### src/rtl/xm_pkg.sv
package xm_pkg;

    typedef enum logic [1:0] {
        XM_OKAY   = 2'b00,
        XM_EXOKAY = 2'b01
    } xm_resp_e;

endpackage

### src/rtl/xm_range_cmp.sv
module xm_range_cmp #(
    parameter int ADDR_W = 16,
    parameter int SIZE_W = 3
) (
    input  logic [ADDR_W-1:0] a_addr,
    input  logic [SIZE_W-1:0] a_size,
    input  logic [ADDR_W-1:0] b_addr,
    input  logic [SIZE_W-1:0] b_size,
    output logic              overlap,
    output logic              same
);
    localparam int EXT_W = ADDR_W + 1;

    logic [EXT_W-1:0] a_lo, a_hi, b_lo, b_hi;

    always_comb begin
        a_lo    = {1'b0, a_addr};
        b_lo    = {1'b0, b_addr};
        a_hi    = a_lo + (EXT_W'(1) << a_size);
        b_hi    = b_lo + (EXT_W'(1) << b_size);
        overlap = (a_lo < b_hi) && (b_lo < a_hi);
        same    = (a_addr == b_addr) && (a_size == b_size);
    end

endmodule

### src/rtl/xm_slot_pick.sv
module xm_slot_pick #(
    parameter int N_ENT = 4
) (
    input  logic                        clk,
    input  logic                        rst_n,
    input  logic                        req,
    input  logic [N_ENT-1:0]            own,
    input  logic [N_ENT-1:0]            free,
    input  logic [N_ENT-1:0][N_ENT-1:0] older,
    output logic [N_ENT-1:0]            pick
);
    logic [N_ENT-1:0] oldest;
    logic [N_ENT-1:0] first_free;

    for (genvar i = 0; i < N_ENT; i++) begin : g_age
        logic [N_ENT-1:0] self_bit;
        assign self_bit  = N_ENT'(1) << i;
        assign oldest[i] = &(older[i] | self_bit);
    end

    always_comb begin
        first_free = free & (~free + N_ENT'(1));
        if (|own)
            pick = own;
        else if (|free)
            pick = first_free;
        else
            pick = oldest;
    end

    p_slot_single_r8: assert property (@(posedge clk) disable iff (!rst_n)
        req |-> ($countones(pick) == 1));

endmodule

### src/rtl/excl_monitor.sv
module excl_monitor
    import xm_pkg::*;
#(
    parameter int N_ENT  = 4,
    parameter int ID_W   = 4,
    parameter int ADDR_W = 16,
    parameter int SIZE_W = 3
) (
    input  logic              clk,
    input  logic              rst_n,
    input  logic              rd_valid,
    input  logic [ID_W-1:0]   rd_id,
    input  logic [ADDR_W-1:0] rd_addr,
    input  logic [SIZE_W-1:0] rd_size,
    input  logic              rd_excl,
    input  logic              wr_valid,
    input  logic [ID_W-1:0]   wr_id,
    input  logic [ADDR_W-1:0] wr_addr,
    input  logic [SIZE_W-1:0] wr_size,
    input  logic              wr_excl,
    output logic              wr_mem_en,
    output logic [1:0]        wr_resp
);
    typedef struct packed {
        logic [ID_W-1:0]   id;
        logic [ADDR_W-1:0] addr;
        logic [SIZE_W-1:0] size;
    } ent_t;

    typedef struct packed {
        logic [N_ENT-1:0]            vld;
        ent_t [N_ENT-1:0]            ent;
        logic [N_ENT-1:0][N_ENT-1:0] older;
    } st_t;

    st_t st_q, st_d;

    logic [N_ENT-1:0] wr_ov, wr_eq, wr_own, rd_own;
    logic [N_ENT-1:0] clr, free_after, pick;
    logic             excl_ok, alloc;

    for (genvar i = 0; i < N_ENT; i++) begin : g_ent
        xm_range_cmp #(.ADDR_W(ADDR_W), .SIZE_W(SIZE_W)) u_cmp (
            .a_addr  (st_q.ent[i].addr),
            .a_size  (st_q.ent[i].size),
            .b_addr  (wr_addr),
            .b_size  (wr_size),
            .overlap (wr_ov[i]),
            .same    (wr_eq[i])
        );
        assign wr_own[i] = st_q.vld[i] && (st_q.ent[i].id == wr_id) && wr_eq[i];
        assign rd_own[i] = st_q.vld[i] && (st_q.ent[i].id == rd_id);
    end

    always_comb begin
        excl_ok   = wr_valid && wr_excl && (|wr_own);
        wr_mem_en = wr_valid && (!wr_excl || excl_ok);
        wr_resp   = excl_ok ? XM_EXOKAY : XM_OKAY;
        clr        = wr_mem_en ? (wr_ov & st_q.vld) : '0;
        free_after = ~(st_q.vld & ~clr);
        alloc      = rd_valid && rd_excl;
    end

    xm_slot_pick #(.N_ENT(N_ENT)) u_pick (
        .clk   (clk),
        .rst_n (rst_n),
        .req   (alloc),
        .own   (rd_own),
        .free  (free_after),
        .older (st_q.older),
        .pick  (pick)
    );

    always_comb begin
        st_d     = st_q;
        st_d.vld = st_q.vld & ~clr;
        if (alloc) begin
            for (int k = 0; k < N_ENT; k++) begin
                if (pick[k]) begin
                    st_d.vld[k]      = 1'b1;
                    st_d.ent[k].id   = rd_id;
                    st_d.ent[k].addr = rd_addr;
                    st_d.ent[k].size = rd_size;
                    for (int j = 0; j < N_ENT; j++) begin
                        if (j != k) begin
                            st_d.older[k][j] = 1'b0;
                            st_d.older[j][k] = 1'b1;
                        end
                    end
                end
            end
        end
    end

    always_ff @(posedge clk) begin
        if (!rst_n) begin
            st_q.vld <= '0;
            st_q.ent <= '0;
            for (int i = 0; i < N_ENT; i++)
                for (int j = 0; j < N_ENT; j++)
                    st_q.older[i][j] <= (i < j);
        end else begin
            st_q <= st_d;
        end
    end

    // Checker state: remembers the last exclusive read for R11
    logic            chk_fire_q;
    logic [ID_W-1:0] chk_id_q;
    logic            chk_live;

    always_ff @(posedge clk) begin
        if (!rst_n) begin
            chk_fire_q <= 1'b0;
            chk_id_q   <= '0;
        end else begin
            chk_fire_q <= alloc;
            chk_id_q   <= rd_id;
        end
    end

    always_comb begin
        chk_live = 1'b0;
        for (int i = 0; i < N_ENT; i++)
            if (st_q.vld[i] && st_q.ent[i].id == chk_id_q)
                chk_live = 1'b1;
    end

    p_alloc_kept_r11: assert property (@(posedge clk) disable iff (!rst_n)
        chk_fire_q |-> chk_live);

    p_fail_no_write_r3: assert property (@(posedge clk) disable iff (!rst_n)
        (wr_valid && wr_excl && wr_resp == XM_OKAY) |-> !wr_mem_en);

    p_exok_excl_only_r2: assert property (@(posedge clk) disable iff (!rst_n)
        (wr_resp == XM_EXOKAY) |-> (wr_valid && wr_excl && wr_mem_en));

    p_normal_commit_r5: assert property (@(posedge clk) disable iff (!rst_n)
        (wr_valid && !wr_excl) |-> (wr_mem_en && wr_resp == XM_OKAY));

    p_idle_okay_r12: assert property (@(posedge clk) disable iff (!rst_n)
        !wr_valid |-> (!wr_mem_en && wr_resp == XM_OKAY));

    for (genvar i = 0; i < N_ENT; i++) begin : g_uniq
        for (genvar j = i + 1; j < N_ENT; j++) begin : g_pair
            p_one_per_id_r6: assert property (@(posedge clk) disable iff (!rst_n)
                !(st_q.vld[i] && st_q.vld[j] && st_q.ent[i].id == st_q.ent[j].id));
        end
    end

endmodule

### config.mk
export PLATFORM = sky130hd
export DESIGN_NAME = excl_monitor
export DESIGN_NICKNAME = d
export VERILOG_FILES = /design/src/rtl/xm_pkg.sv /design/src/rtl/xm_range_cmp.sv /design/src/rtl/xm_slot_pick.sv /design/src/rtl/excl_monitor.sv
export SDC_FILE = /design/constraint.sdc
export NUM_CORES = 1
export LEC_CHECK = 0
export BUFFER_PORTS_ARGS = -buffer_cell sky130_fd_sc_hd__buf_4
export CAP_MARGIN = 0
export CORE_MARGIN = 10
export CORE_UTILIZATION = 25
export CTS_BUF_LIST = sky130_fd_sc_hd__clkbuf_16
export DETAILED_ROUTE_END_ITERATION = 6
export SETUP_SLACK_MARGIN = 0.4
export SYNTH_ARGS = -nofsm -noshare
export SYNTH_HDL_FRONTEND = slang
export SYNTH_SLANG_ARGS = --single-unit
### constraint.sdc
create_clock -name clk -period 12.48 [get_ports clk]
set_input_delay 1.248 -clock clk [delete_from_list [all_inputs] [get_ports clk]]
set_output_delay 1.248 -clock clk [all_outputs]
set_load 0.05 [all_outputs]
==> impl_metrics.yaml, run 1 <==
route:
  wire_per_inst_um: 21.8
  drt_wl_total_um: 43900
  vias: 11000
  drtIter0Drc: 1063
  drtAntennaViolNets: 0
  drc: 0
  firstDrtPassIters: 5
  routed_via_density: 5.45
global_routing:
  antenna_found_initial: 2
  grt_pass1_wl_um: 64900
  grt_pass1_vias: 10300
  grt_use_total_pct: 15.1
  gr-total-overflow: 0
  grt_max_degree: 76
floorplanning:
  dieArea_um2: 55400
  die_w_um: 235
  rows: 78
  die_h_um: 235
  start_util_pct: 25.4
  io_pins: 55
  core_area_um2: 45700
sta:
  period_minus_slack_ns: 6.45
  slew_violations: 0
  setup_viol: 0
  worstMarginPinSlew_ns: 1.16
  maxSlewHeadroom_pct: 22.5
  finalClockSkew_ns: 0.0129
  finalSetupTns_ns: 0
  hold_viol_final: 0
  hold_ws_ns: 0.461
  setup_slack_ns: 6.03
  period_share_pct: 51.7
  rsz0062_at_grt: "no"
  max_freq_ghz: 0.155
logic_synthesis:
  syn_inst: 1436
  synth.distinct_cells: 80
  yosys_warnings: 0
  synth_most_common_cell: "ha_1"
  syn_nets: 1645
  synth_area_leaders: "dfxtp_1 (19%), ha_1 (16%), xnor2_1 (9.6%), a21oi_1 (4.7%), nand3_1 (4.3%)"
  synth_edf_count: 0
  synth_top_area_share_pct: 18.6
  syn-cell-area_um2: 11600
  yosys.area.top_type: "dfxtp_1"
  ys.flop_type: "dfxtp_1"
  async_reset_ff_share_pct: 0
  yosysSeqAreaShare_pct: 18.6
  synth_common_cells: "ha_1 (152), xnor2_1 (127), a21oi_1 (109), dfxtp_1 (108), nand2_1 (107)"
  synth-seq-cells: 108
  syn_area_per_cell_um2: 8.08
clock_tree:
  clock_latency_ns: 0.37
  numCtsBuffers: 9
  cts_hold_buf: 0
  clockBufferDepth: 2
  cts_max_level: 3
  clock_sinks: 108
  cts_resized: 0
  cts_setup_buffers: 0
  clock-root-buffer: "clkbuf_16"
  cts_tree: "built"
  clk_pin_slew_ns: 0.08
critical_path:
  reg2reg_setup_slack_ns: 6.03
  worst_setup_path_end_kind: "register"
  cp_slowest_cell: "a311oi_4"
  start_kind: "register"
  path_class: "reg2reg"
  critPathBufInv: 1
  arrival_ns: 6.69
  critPathMostFrequentCell: "a21oi_1"
  cpPeakStageDelay_ns: 0.86
  cp_max_fo: 28
  critical_path.top_delay_family: "compound AO/OA/AOI/OAI gates"
  crit_chain: "nor3b_1 -> ha_1 -> a21o_1 -> a21oi_1 -> o21bai_1 -> a21oi_1 -> o21bai_1 -> a21oi_1 -> nor2b_1 -> o21a_1 -> nand2_1 -> xor2_1 -> ha_1 -> a2111oi_0 -> o211ai_1 -> a211oi_1 -> a311oi_1 -> a31o_2 -> or4_1 -> a311oi_4 -> buf_4 -> o211ai_1"
  cp.required_ns: 12.72
finish:
  drive_above_1_share_pct: 8.49
  layout.nets: 1618
  largest_reg_flops: 108
  top_register: "st_q"
  area_growth_pct: 9.05
  top_regs: "st_q (108)"
flow_run:
  maxCapViolCount: 0
hold_path:
  min_path_type: "reg2reg"
place:
  port_buffers: 53
  place_congestion: 0.983
  dp_slack_ns: 5.71
  hpwl_um: 33900
pwr:
  ir_drop_mv: 0.0658
  power.leakage_nw: 4.87
  p_per_area_nw_per_um2: 70.5
status:
  status: "complete, no violations"
layout make-up:
class,count,area (um^2)
clock buffers,9,225
multi-input cells,1192,8870
fillers,4978,33000
well taps,600,751
flip-flops and latches,108,2160
clock inverters,7,50.0
inverters,36,135
diodes,1,2.50
repair buffers,62,465
routing by layer:
| metal | routed length (um) | global-route usage [%] |
|---|---|---|
| met1 | 20000 | 20.7 |
| met2 | 19500 | 23.9 |
| met3 | 3060 | 1.71 |
| met4 | 1380 | 5.23 |
| met5 | 0 | 0 |
where the power goes:
group,internal [mW],switching [mW]
registers,0.352,0.0143
clock network,0.137,0.153
logic,0.0840,0.151
cells by family (layout without fill, tap and decap cells):
kind of cell / after synthesis / in the layout / share of synthesized area, %
multiplexers: 23 / 23 / 1.98
AO/OA/AOI/OAI: 362 / 362 / 22.1
XOR/XNOR: 177 / 177 / 13.4
flip-flops: 108 / 108 / 18.6
buffers and inverters: 136 / 114 / 5.28
AND/OR/NAND/NOR: 470 / 470 / 21.1
adder cells (fa/ha/maj): 159 / 159 / 17.4
other: 1 / 2 / 0.0323
stage by stage:
stage	power, mW	utilization [%]	instances	instance area, um^2
after detailed placement	0.606	27.1	1998	12400
after global routing	0.924	27.7	2014	12700
after floorplan	0.522	-	1436	11600
final	0.892	27.7	2015	12700
after CTS	0.891	27.7	2014	12700
after global placement	0.601	27.1	1998	12400
path summary, 6_finish.rpt:
check / cells after the start / to / from
worst max-delay path: 22 / st_q[81] / st_q[62]
worst min register to register: 1 / st_q[11] / st_q[11]
worst max register to register: 22 / st_q[81] / st_q[62]
worst min-delay path: 1 / st_q[11] / st_q[11]
cell usage in the layout, fill, tap and decap left out, types with 4 or more instances in the layout:
master	n
ha_1	152
xnor2_1	127
a21oi_1	109
dfxtp_1	108
nand2_1	106
nand3_1	99
nor2_1	77
buf_4	62
nand4_1	58
xor2_1	49
o21ai_0	41
inv_1	35
o211ai_1	34
o21ai_1	25
mux2i_1	23
a32oi_1	23
a21o_1	22
a21bo_1	22
and3_1	18
nor3b_1	18
nor3_1	17
nor2b_1	17
o21bai_1	13
a211oi_1	10
nor4_1	9
and3b_1	9
clkbuf_16	9
a31oi_1	7
and4_1	7
nand2b_1	7
or4_1	5
or2_2	5
o31ai_1	5
fa_1	5
or3b_2	4
o211ai_2	4
o2111ai_1	4
o41ai_4	4
No activity file was read; power rests on OpenSTA's default activity.
==> inputs of run 2 (changes only) <==
- ABC_AREA: unset -> 1
- clock period: 12.48 -> 5.8 ns (I/O delays scaled with it)
==> run 2 against run 1 <==
Compared with the run above:
- die area down 5.4%
- area after synthesis down 5.9%
- clock-buffer cell count unchanged
- sequential power up 120%
- utilization up 0.74 points
- sequential share of layout area up 0.57 points
- first-iteration DRC count up 19%
- clock power up 120%
==> impl_metrics.yaml, run 2 <==
clock_tree:
  cts_max_level: 3
  clock-root-buffer: "clkbuf_16"
  cts_hold_buf: 0
  clock_sinks: 108
  clock_latency_ns: 0.37
  cts_tree: "built"
  numCtsBuffers: 9
  clk_pin_slew_ns: 0.08
  clockBufferDepth: 2
logic_synthesis:
  ys.flop_type: "dfxtp_1"
  synthMuxAreaShare_pct: 0
  synth_xor_area_share_pct: 7.22
  synthAdderAreaFrac_pct: 18.3
  synth_edf_count: 0
  synth.distinct_cells: 50
  yosys_warnings: 0
  syn_area_per_cell_um2: 6.70
  synth-simple-area-share_pct: 29.6
  synth_top_area_share_pct: 19.8
  async_reset_ff_share_pct: 0
  syn_nets: 1838
  synth_common_cells: "nand2_1 (313), nor2_1 (192), a21oi_1 (154), ha_1 (152), inv_1 (144)"
  synth-seq-cells: 108
  yosysSeqAreaShare_pct: 19.8
  synth_top_family_by_area: "simple AND/OR/NAND/NOR gates"
  synth_area_leaders: "dfxtp_1 (20%), ha_1 (17%), nand2_1 (11%), a21oi_1 (7.1%), nor2_1 (6.6%)"
  syn_inst: 1629
  yosys.area.top_type: "dfxtp_1"
  synth_most_common_cell: "nand2_1"
  syn-cell-area_um2: 10900
  synth_compound_area_share_pct: 16.7
sta:
  hold_ws_ns: 0.482
  maxSlewHeadroom_pct: 44.1
  period_share_pct: 87.3
  hold_viol_final: 0
  setup_slack_ns: 0.736
  setup_viol: 0
  finalSetupTns_ns: 0
  finalClockSkew_ns: 0.0158
  rsz0062_at_grt: "yes"
  period_minus_slack_ns: 5.06
  slew_violations: 0
  max_freq_ghz: 0.197
  worstMarginPinSlew_ns: 0.833
critical_path:
  worst_setup_path_end_kind: "register"
  cpPeakStageDelay_ns: 0.47
  start_kind: "register"
  arrival_ns: 5.29
  cp_slowest_cell: "dfxtp_1"
  path_class: "reg2reg"
  cp.required_ns: 6.02
  cp_max_fo: 17
pwr:
  p_per_area_nw_per_um2: 158
  p_sw_share_pct: 34.4
  ir_drop_mv: 0.162
  p_comb_share_pct: 25.7
  pwr-share-clk_pct: 33.5
  internal_power_mw: 1.27
  power.leakage_nw: 5.20
  p_switching_mw: 0.667
  power_frac_seq_pct: 40.9
route:
  drtIter0Drc: 1269
  wire_per_inst_um: 19.7
  routed_via_density: 5.13
  drt_wl_total_um: 44500
  vias: 11600
  firstDrtPassIters: 7
  drc: 0
  drtAntennaViolNets: 0
place:
  place_congestion: 0.981
  port_buffers: 53
  dp_slack_ns: 0.350
  placed_cell_area_um2: 11900
  hpwl_um: 36000
finish:
  n_fill_cell: 4775
  area_growth_pct: 12.5
  layout.nets: 1873
  top_register: "st_q"
  stdcell_area_um2: 12300
  layout_common_cells: "nand2_1 (313), nor2_1 (190), a21oi_1 (153)"
  top_regs: "st_q (108)"
  largest_reg_flops: 108
  final_common_cell: "nand2_1"
  drive_above_1_share_pct: 9.65
global_routing:
  grt_pass1_wl_um: 66800
  grt_max_degree: 77
  antenna_found_initial: 3
  grt_use_total_pct: 16.4
  grt_pass1_vias: 11100
  gr-total-overflow: 0
floorplanning:
  die_w_um: 229
  start_util_pct: 25.3
  core_area_um2: 43200
  io_pins: 55
  rows: 76
  die_h_um: 229
  dieArea_um2: 52400
hold_path:
  min_path_type: "reg2reg"
status:
  status: "complete, no violations"
flow_run:
  maxCapViolCount: 0
-- run 2: cell count changes after synthesis, moves of 20 or more --
cell	change
o211ai_1	-34
a32oi_1	-23
xnor2_1	-98
nand2_1	+206
o21ai_0	+69
clkbuf_1	-51
a21oi_1	+45
nor2_1	+115
nor3_1	+46
a21bo_1	-22
nand4_1	-31
a21o_1	-20
mux2i_1	-23
inv_1	+110
-- run 2: logic make-up (layout without fill, tap and decap cells) --
kind of cell | count (synthesis) | in the layout
and+or+nand+nor | 738 | 738
AOI/OAI and AO/OA | 331 | 331
buffers and inverters | 204 | 244
adders and majority gates | 157 | 157
DFF | 108 | 108
xor gates and xnor gates | 90 | 90
other | 1 | 3
-- run 2: worst paths after layout --
check | startpoint | end | slack, ns | cells past startpoint
setup / recovery | st_q[17] | st_q[2] | 0.74 | 32
hold / removal | st_q[9] | st_q[9] | 0.48 | 2
setup reg to reg | st_q[17] | st_q[2] | 0.74 | 32
hold reg to reg | st_q[9] | st_q[9] | 0.48 | 2
-- run 2: area by class of cell --
class	instances	area (um^2)	area share [%]
diodes	2	5.00	0.0407
flip-flops and latches	108	2170	17.6
repair buffers	74	588	4.79
multi-input cells	1317	7910	64.4
clock inverters	7	73.8	0.601
well taps	585	732	5.96
clock buffers	9	225	1.83
inverters	154	587	4.78
-- run 2: through the flow --
stage | total power, mW | utilization [%] | std cells
CTS | 1.93 | 28.2 | 2250
detailed placement | 1.29 | 27.5 | 2234
global placement | 1.28 | 27.5 | 2234
finish | 1.94 | 28.5 | 2256
floorplan | 1.10 | - | 1629
global route | 2.03 | 28.4 | 2254
-- run 2: repair_timing --
action	in CTS	in global routing
gates cloned	0	0
setup endpoints to repair	6	105
setup buffers	0	4
pin swaps	0	1
gates resized for setup	1	21
-- run 2: critical path, delay by kind of cell (launching register included) --
family | cells | cell delay, ns
AOI/OAI and AO/OA | 7 | 1.08
xor gates and xnor gates | 1 | 0.12
adders and majority gates | 2 | 0.61
buffers and inverters | 2 | 0.41
DFF | 1 | 0.47
and+or+nand+nor | 20 | 2.20
-- run 2: power groups by stage --
stage / Sequential, mW / Combinational (mW) / Clock, mW
CTS: 0.790 / 0.489 / 0.656
detailed placement: 0.807 / 0.486 / 0
floorplan: 0.793 / 0.309 / 0
global route: 0.793 / 0.549 / 0.685
finish: 0.792 / 0.497 / 0.648
global placement: 0.807 / 0.477 / 0
-- run 2: metal layers --
layer / routed length, um / GRT usage (%)
met3: 3720 / 2.27
met5: 0 / 0
met2: 19700 / 26.1
met1: 19500 / 22.0
met4: 1580 / 6.02
==> inputs of run 3 (changes only) <==
- ABC_CLOCK_PERIOD_IN_PS: unset -> 5800
- MAX_ROUTING_LAYER: unset -> met4
==> run 3 against run 2 <==
Compared with the run above:
- clock-buffer cell count is the same
- routed wire length increased by 1.4%
- via count is 0.24% higher
- sequential power is essentially flat
==> impl_metrics.yaml, run 3 (same netlist as run 2, synthesis figures left out) <==
route:
  wl_met1_um: 19600
  wire_per_inst_um: 20.0
  routed_via_density: 5.13
  drt_wl_total_um: 45100
  drtAntennaViolNets: 0
  drtIter0Drc: 1061
  firstDrtPassIters: 5
  drc: 0
  vias: 11600
  met3_length_um: 3940
  top_layer: "met4"
  dr_wl_met2_um: 19500
global_routing:
  grt_pass1_vias: 11200
  grt_max_degree: 77
  antenna_found_initial: 1
  grt_pass1_wl_um: 67300
  grt_use_total_pct: 17.1
  gr-total-overflow: 0
floorplanning:
  rows: 76
  die_w_um: 229
  core_area_um2: 43200
  start_util_pct: 25.3
  die_h_um: 229
  io_pins: 55
  dieArea_um2: 52400
sta:
  slew_violations: 0
  setup_viol: 0
  period_minus_slack_ns: 4.95
  max_freq_ghz: 0.202
  finalSetupTns_ns: 0
  rsz0062_at_grt: "no"
  worstMarginPinSlew_ns: 0.969
  period_share_pct: 85.4
  hold_viol_final: 0
  maxSlewHeadroom_pct: 34.8
  finalClockSkew_ns: 0.0113
finish:
  top_regs: "st_q (108)"
  n_fill_cell: 4792
  final_cells: 2261
  final_common_cell: "nand2_1"
  stdcell_area_um2: 12300
  layout.nets: 1880
  drive_above_1_share_pct: 9.67
  largest_reg_flops: 108
  n_antenna_cell: 0
  area_growth_pct: 13.1
  top_register: "st_q"
  layout_common_cells: "nand2_1 (313), nor2_1 (191), a21oi_1 (153)"
place:
  place_congestion: 0.981
  hpwl_um: 35900
  port_buffers: 53
  placed_cell_area_um2: 11900
  place_inst: 2242
critical_path:
  path_class: "reg2reg"
  cpPeakStageDelay_ns: 0.43
  worst_setup_path_end_kind: "register"
  ff2ff_path_depth: 32
  cp_max_fo: 13
  critPathMostFrequentCell: "nand2_1"
  start_kind: "register"
  arrival_ns: 5.19
  cp.required_ns: 6.03
  cp_slowest_cell: "dfxtp_2"
hold_path:
  min_path_cells: 2
  min_path_type: "reg2reg"
clock_tree:
  cts_hold_buf: 0
  cts_tree: "built"
  clock-root-buffer: "clkbuf_16"
  clock_sinks: 108
  clock_latency_ns: 0.37
  clk_pin_slew_ns: 0.08
  clockBufferDepth: 2
  numCtsBuffers: 9
  cts_max_level: 3
status:
  status: "complete, no violations"
pwr:
  power.leakage_nw: 5.27
  power_frac_seq_pct: 39.3
  ir_drop_mv: 0.139
  p_sw_share_pct: 34.0
  p_per_area_nw_per_um2: 163
  internal_power_mw: 1.33
  pwr-share-clk_pct: 35.1
  p_comb_share_pct: 25.6
  p_switching_mw: 0.685
flow_run:
  maxCapViolCount: 0
[run 3: cell count changes in the layout (fill, tap and decap cells not counted), moves of 2 or more]
cell and delta:
dfxtp_1 +2, nor2_2 -2, dfxtp_2 -2, clkinvlp_4 -4, diode_2 -2, clkinv_4 +2, buf_4 +7
[run 3: stage by stage]
| stage | worst slack, ns | hold slack [ns] | power, mW | utilization (%) |
|---|---|---|---|---|
| 3_3_place_gp | 0.405 | 0.440 | 1.30 | 27.7 |
| 2_1_floorplan | 1.60 | 0.423 | 1.10 | - |
| 3_5_place_dp | 0.227 | 0.441 | 1.31 | 27.7 |
| 5_1_grt | 0.401 | 0.506 | 2.09 | 28.6 |
| 4_1_cts | 0.484 | 0.459 | 2.00 | 28.5 |
| 6_report | 0.846 | 0.455 | 2.01 | 28.6 |
[run 3: layout make-up]
class	instances	area, um^2	share of cell area, %
Inverter	154	582	4.71
Timing Repair Buffer	81	649	5.26
Tap cell	585	732	5.93
Clock buffer	9	225	1.82
Clock inverter	7	106	0.861
Sequential cell	108	2170	17.5
Multi-Input combinational cell	1317	7890	63.9
[run 3: final timing paths]
path / endpoint / slack [ns] / startpoint
setup / recovery: st_q[3] / 0.85 / st_q[40]
hold / removal: st_q[2] / 0.45 / st_q[2]
setup reg to reg: st_q[3] / 0.85 / st_q[40]
hold reg to reg: st_q[2] / 0.45 / st_q[2]
[run 3: layer usage]
layer | up-vias | track usage, %
li1 | 5568 | -
met1 | 5411 | 22.1
met2 | 519 | 25.6
met3 | 103 | 2.81
met4 | 0 | 8.19
met5 | - | -
[run 3: repair_timing]
item                                    in CTS  in global routing
resized for setup                            2                 13
endpoints found under the setup margin      42                108
setup buffers                                1                  2
pin swaps                                    1                  4
[run 3: power by group through the flow]
stage | clock network, mW | registers, mW | logic, mW
3_3_place_gp | 0 | 0.806 | 0.491
5_1_grt | 0.732 | 0.792 | 0.568
3_5_place_dp | 0 | 0.806 | 0.500
2_1_floorplan | 0 | 0.793 | 0.309
4_1_cts | 0.710 | 0.789 | 0.504
6_report | 0.706 | 0.791 | 0.515
[run 3: worst max-delay path: cells and delay by family (launching register included)]
family / cells / cell delay (ns)
buffers and inverters: 2 / 0.35
AOI/OAI and AO/OA: 7 / 1.15
xor gates and xnor gates: 1 / 0.15
and+or+nand+nor: 20 / 2.16
adders and majority gates: 2 / 0.57
DFF: 1 / 0.43
